==> src/rtl/audio_clk_cascade.sv <==
module audio_clk_cascade #(
  parameter int DIV_W   = 8,
  parameter int DIV_MIN = 4,
  parameter int DIV_MAX = 32,
  parameter int M2B     = 4,
  parameter int B2F     = 8,
  parameter int ALIGN   = 3
) (
  input  logic             clk,
  input  logic             rst_n,
  input  logic [DIV_W-1:0] div_req,
  input  logic             start,
  input  logic             stop,
  output logic             mclk,
  output logic             bclk,
  output logic             lrclk,
  output logic             drv_en_n,
  output logic             aligned
);
  localparam int HW = DIV_W - 1;
  localparam int BH = M2B / 2;
  localparam int BW = (BH > 1) ? $clog2(BH) : 1;
  localparam int FH = B2F / 2;
  localparam int LIM_FIRST = FH + ALIGN;
  localparam int LW = $clog2(LIM_FIRST + 1);
  localparam logic [BW-1:0] B_LAST  = BW'(BH - 1);
  localparam logic [LW-1:0] L_FIRST = LW'(LIM_FIRST - 1);
  localparam logic [LW-1:0] L_NORM  = LW'(FH - 1);

  logic [DIV_W-1:0] div_clamp;
  logic [HW-1:0]    half_q, mcnt;
  logic [BW-1:0]    bcnt;
  logic [LW-1:0]    lcnt;
  logic             run_q, first_q;
  logic             mtog, mfall, btog, bfall, ltog;

  assign div_clamp = (div_req < DIV_W'(DIV_MIN)) ? DIV_W'(DIV_MIN) :
                     (div_req > DIV_W'(DIV_MAX)) ? DIV_W'(DIV_MAX) : div_req;

  assign mtog  = run_q && (mcnt == half_q - 1'b1);
  assign mfall = mtog && mclk;
  assign btog  = mfall && (bcnt == B_LAST);
  assign bfall = btog && bclk;
  assign ltog  = bfall && (lcnt == (first_q ? L_FIRST : L_NORM));

  always_ff @(posedge clk or negedge rst_n) begin
    if (!rst_n) begin
      run_q <= 1'b0; first_q <= 1'b0; half_q <= '0;
      mcnt <= '0; bcnt <= '0; lcnt <= '0;
      mclk <= 1'b0; bclk <= 1'b0; lrclk <= 1'b0; aligned <= 1'b0;
    end else if (stop) begin
      run_q <= 1'b0; first_q <= 1'b0;
      mcnt <= '0; bcnt <= '0; lcnt <= '0;
      mclk <= 1'b0; bclk <= 1'b0; lrclk <= 1'b0; aligned <= 1'b0;
    end else if (!run_q) begin
      if (start) begin
        run_q   <= 1'b1;
        first_q <= 1'b1;
        half_q  <= div_clamp[DIV_W-1:1];
      end
    end else begin
      mcnt <= mtog ? '0 : mcnt + 1'b1;
      if (mtog) mclk <= ~mclk;
      if (mfall) bcnt <= (bcnt == B_LAST) ? '0 : bcnt + 1'b1;
      if (btog) bclk <= ~bclk;
      if (bfall) lcnt <= ltog ? '0 : lcnt + 1'b1;
      if (ltog) begin
        lrclk   <= ~lrclk;
        first_q <= 1'b0;
        if (lrclk) aligned <= 1'b1;
      end
    end
  end

  always_ff @(posedge clk or negedge rst_n) begin
    if (!rst_n) drv_en_n <= 1'b1;
    else        drv_en_n <= ~run_q;
  end
endmodule

==> config.mk <==
export PLATFORM = sky130hd
export DESIGN_NAME = audio_clk_cascade
export DESIGN_NICKNAME = d
export VERILOG_FILES = /design/src/rtl/audio_clk_cascade.sv
export SDC_FILE = /design/constraint.sdc
export NUM_CORES = 1
export LEC_CHECK = 0
export ABC_CLOCK_PERIOD_IN_PS = 2700
export BUFFER_PORTS_ARGS = -buffer_cell sky130_fd_sc_hd__buf_2
export CAP_MARGIN = 20
export CORE_ASPECT_RATIO = 0.6
export CORE_MARGIN = 2
export CORE_UTILIZATION = 45
export DETAILED_ROUTE_END_ITERATION = 10
export SETUP_SLACK_MARGIN = 0.05
export SLEW_MARGIN = 20
export SYNTH_ARGS = -nofsm -noshare
export SYNTH_HDL_FRONTEND = slang
export SYNTH_SLANG_ARGS = --single-unit
==> constraint.sdc <==
create_clock -name clk -period 2.7 [get_ports clk]
set_input_delay 0.405 -clock clk [delete_from_list [all_inputs] [get_ports clk]]
set_output_delay 0.405 -clock clk [all_outputs]
set_load 0.02 [all_outputs]
==> flow_metrics.py <==
metrics = {
    "floorplan": {
        "die_x_um": 77.9,
        "dieArea_um2": 3770,
        "ios": 17,
        "placementRows": 16,
        "die_y_um": 48.4,
        "core-area_um2": 3200,
        "initial_utilization_pct": 46.1,
    },
    "sta": {
        "worst_pin_slew_ns": 0.581,
        "layout_min_cycle_time_ns": 2.46,
        "setup_viol": 0,
        "slew_headroom_pct": 61.1,
        "period_share_pct": 91.3,
        "finalHoldViolations": 0,
        "fmax_mhz": 406,
        "slew_violations": 0,
        "finClkSkew_ns": 0.00473,
        "rsz0062_at_grt": "no",
        "holdWs_ns": 0.117,
        "setup_tns_ns": 0,
    },
    "clock_tree": {
        "htreeDepth": 1,
        "cts_made_buffers": 3,
        "cts_setup_buffers": 0,
        "cts.clk_slew.worst_paths_ns": 0.09,
        "holdBufCountCts": 0,
        "cts.sinks": 25,
        "insertion_delay_ns": 0.27,
        "cts_resized": 0,
        "cts_buffer_depth": 2,
        "cts_tree": "built",
        "ctsRootBufferMaster": "clkbuf_8",
    },
    "synthesis": {
        "muxShareOfSynthArea_pct": 3.31,
        "yosysUniqueCellTypes": 46,
        "synth_edf_count": 0,
        "netlist_instances": 149,
        "synthesis.nets": 164,
        "synth_fa_ha_area_share_pct": 2.54,
        "ys_seq_elements": 25,
        "synth-simple-area-share_pct": 23.7,
        "async_reset_ff_share_pct": 100,
        "synth_seq_area_share_pct": 42.5,
        "synth_compound_area_share_pct": 16.7,
        "yosys_warnings": 0,
        "synth.area.top_cells": "dfrtp_1 41%, xnor2_1 4.2%, xor2_1 4.2%",
        "synthTopCellsByCount": "24 x dfrtp_1, 15 x nor2_1, 14 x nand2_1, 10 x nor3_1",
        "synth.avg_cell_area_um2": 9.90,
        "synth_top_family_by_area": "simple AND/OR/NAND/NOR gates",
        "synth_top_cell_by_area": "dfrtp_1",
        "synth-main-ff-cell": "dfrtp_1",
        "synth.most_common_cell": "dfrtp_1",
        "netlist_area_um2": 1480,
        "synth_xor_area_share_pct": 8.31,
        "synth.top_cell.area_share_pct": 40.7,
    },
    "worst_setup_path": {
        "cp-start-kind": "flip-flop",
        "setup.worst_path.end_class": "flip-flop",
        "worst-path-buf-inv": 1,
        "path_delay_family": "simple AND/OR/NAND/NOR gates",
        "crit_type": "flip-flop to flip-flop",
        "crit_chain": "inv_1, ha_1, or3b_4, nor4_4, o211ai_4, a2111oi_0, mux2_2",
        "cp_data_arrival_time_ns": 2.62,
        "slowest_delay_ns": 0.44,
        "r2r_slack_ns": 0.24,
        "critPathRequiredTime_ns": 2.86,
        "crit_fanout": 9,
        "cp_slowest_cell": "dfrtp_1",
    },
    "detailed_routing": {
        "wire_per_inst_um": 14.9,
        "first_pass_iters": 4,
        "vias_per_cell": 5.53,
        "final_antenna_net_count": 0,
        "wl_mm": 3.13,
        "initialDrtViolationCount": 132,
        "dr_total_vias": 1161,
        "drc": 0,
    },
    "cells_and_area": {
        "antennaDiodeCount": 0,
        "area_delta_synth_final_pct": 10.9,
        "drive_gt1_share_pct": 18.8,
        "final_nets": 181,
    },
    "power_and_ir_drop": {
        "leakagePower_uw": 0.000676,
        "powerDensity_nw_per_um2": 438,
        "peakVddDrop_v": 0.000239,
    },
    "global_routing": {
        "grtUsageTotal_pct": 17.9,
        "grt_overflow": 0,
        "grt_pass1_wl_mm": 5.31,
        "antenna_found_initial": 0,
        "grt_start_max_net_pins": 26,
        "grt_pass1_vias": 1062,
    },
    "hold_path": {
        "hold_path.class": "input port to async pin",
    },
    "place": {
        "port_buffers": 15,
        "hpwl_mm": 2.30,
        "place_congestion": 0.820,
    },
    "outcome": {
        "status": "complete, no violations",
    },
    "job": {
        "drv_cap": 0,
    },
}
[cell families (layout without fill, tap and decap cells)]
family	count (synthesis)	in the layout
AND/OR/NAND/NOR	63	63
AO/OA/AOI/OAI	31	31
flip-flops	25	25
XOR/XNOR	14	14
buffers and inverters	9	25
multiplexers	4	4
adder cells (fa/ha/maj)	3	3
[per-stage QoR]
stage | setup WS (ns) | util, % | std cells | instance area, um^2 | power [uW]
floorplan | 0.376 | - | 149 | 1480 | 469
global placement | 0.288 | 49.6 | 206 | 1590 | 495
detailed placement | 0.230 | 49.6 | 206 | 1590 | 499
CTS | 0.218 | 51.1 | 210 | 1640 | 724
global route | 0.0764 | 51.1 | 210 | 1640 | 756
finish | 0.236 | 51.1 | 210 | 1640 | 717
[cell type report]
class | instances | area [um^2]
multi-input combinational | 115 | 806
clock buffer | 4 | 45.0
sequential | 25 | 627
timing repair buffer | 16 | 82.6
tap | 45 | 56.3
inverter | 5 | 18.8
fill | 293 | 1570
[layer usage]
layer | global-route usage [%] | wire, um | vias to the layer above
li1 | - | - | 574
met1 | 26.5 | 1550 | 550
met2 | 26.6 | 1370 | 35
met3 | 5.41 | 188 | 2
met4 | 2.34 | 13 | 0
met5 | 0 | 0 | -
[state kept, by name, summed over array words and instances (netlist names)]
| name | flops |
|---|---|
| run_q | 1 |
| drv_en_n | 1 |
| mclk | 1 |
| lcnt | 3 |
| bcnt | 1 |
| lrclk | 1 |
| aligned | 1 |
| mcnt | 7 |
| bclk | 1 |
| half_q | 7 |
| first_q | 1 |
[cells in the final DEF (no fill, tap or decap), types with 2 or more instances in the layout]
cell type / instances
dfrtp_1: 24
nor2_1: 15
buf_2: 15
nand2_1: 14
nor3_1: 10
xor2_1: 7
xnor2_1: 7
o21ai_0: 7
inv_1: 5
a2111oi_0: 4
and3_1: 3
a21oi_1: 3
a22o_1: 3
nor2b_1: 3
mux2_2: 3
ha_1: 3
clkbuf_8: 3
nand2b_1: 2
nand3b_1: 2
a21boi_0: 2
nor4_4: 2
and2_1: 2
o2111ai_1: 2
nand3_1: 2
[worst reg2reg max path, delay by kind of cell, from the launching register on]
family / cells / cell delay, ns
AO/OA/AOI/OAI: 2 / 0.57
adder cells (fa/ha/maj): 1 / 0.26
buffers and inverters: 1 / 0.08
flip-flops: 1 / 0.44
multiplexers: 1 / 0.39
AND/OR/NAND/NOR: 2 / 0.62
[worst paths after layout]
check,to,start,cells after the start
worst max register to register,bclk,half_q[0],7
max in group asynchronous,mcnt[1],rst_n,1
worst max-delay path,bclk,half_q[0],7
worst min register to register,aligned,aligned,1
worst min-delay path,lcnt[2],rst_n,1
min in group clk,half_q[2],div_req[3],2
[power breakdown]
part / total (uW) / internal, uW / switching [uW] / leakage, uW
sequential: 401 / 385 / 16.1 / 0.000337
clock: 225 / 106 / 119 / 0.0000228
combinational: 90.8 / 33.5 / 57.3 / 0.000317
(Power assumes the default switching activity.)
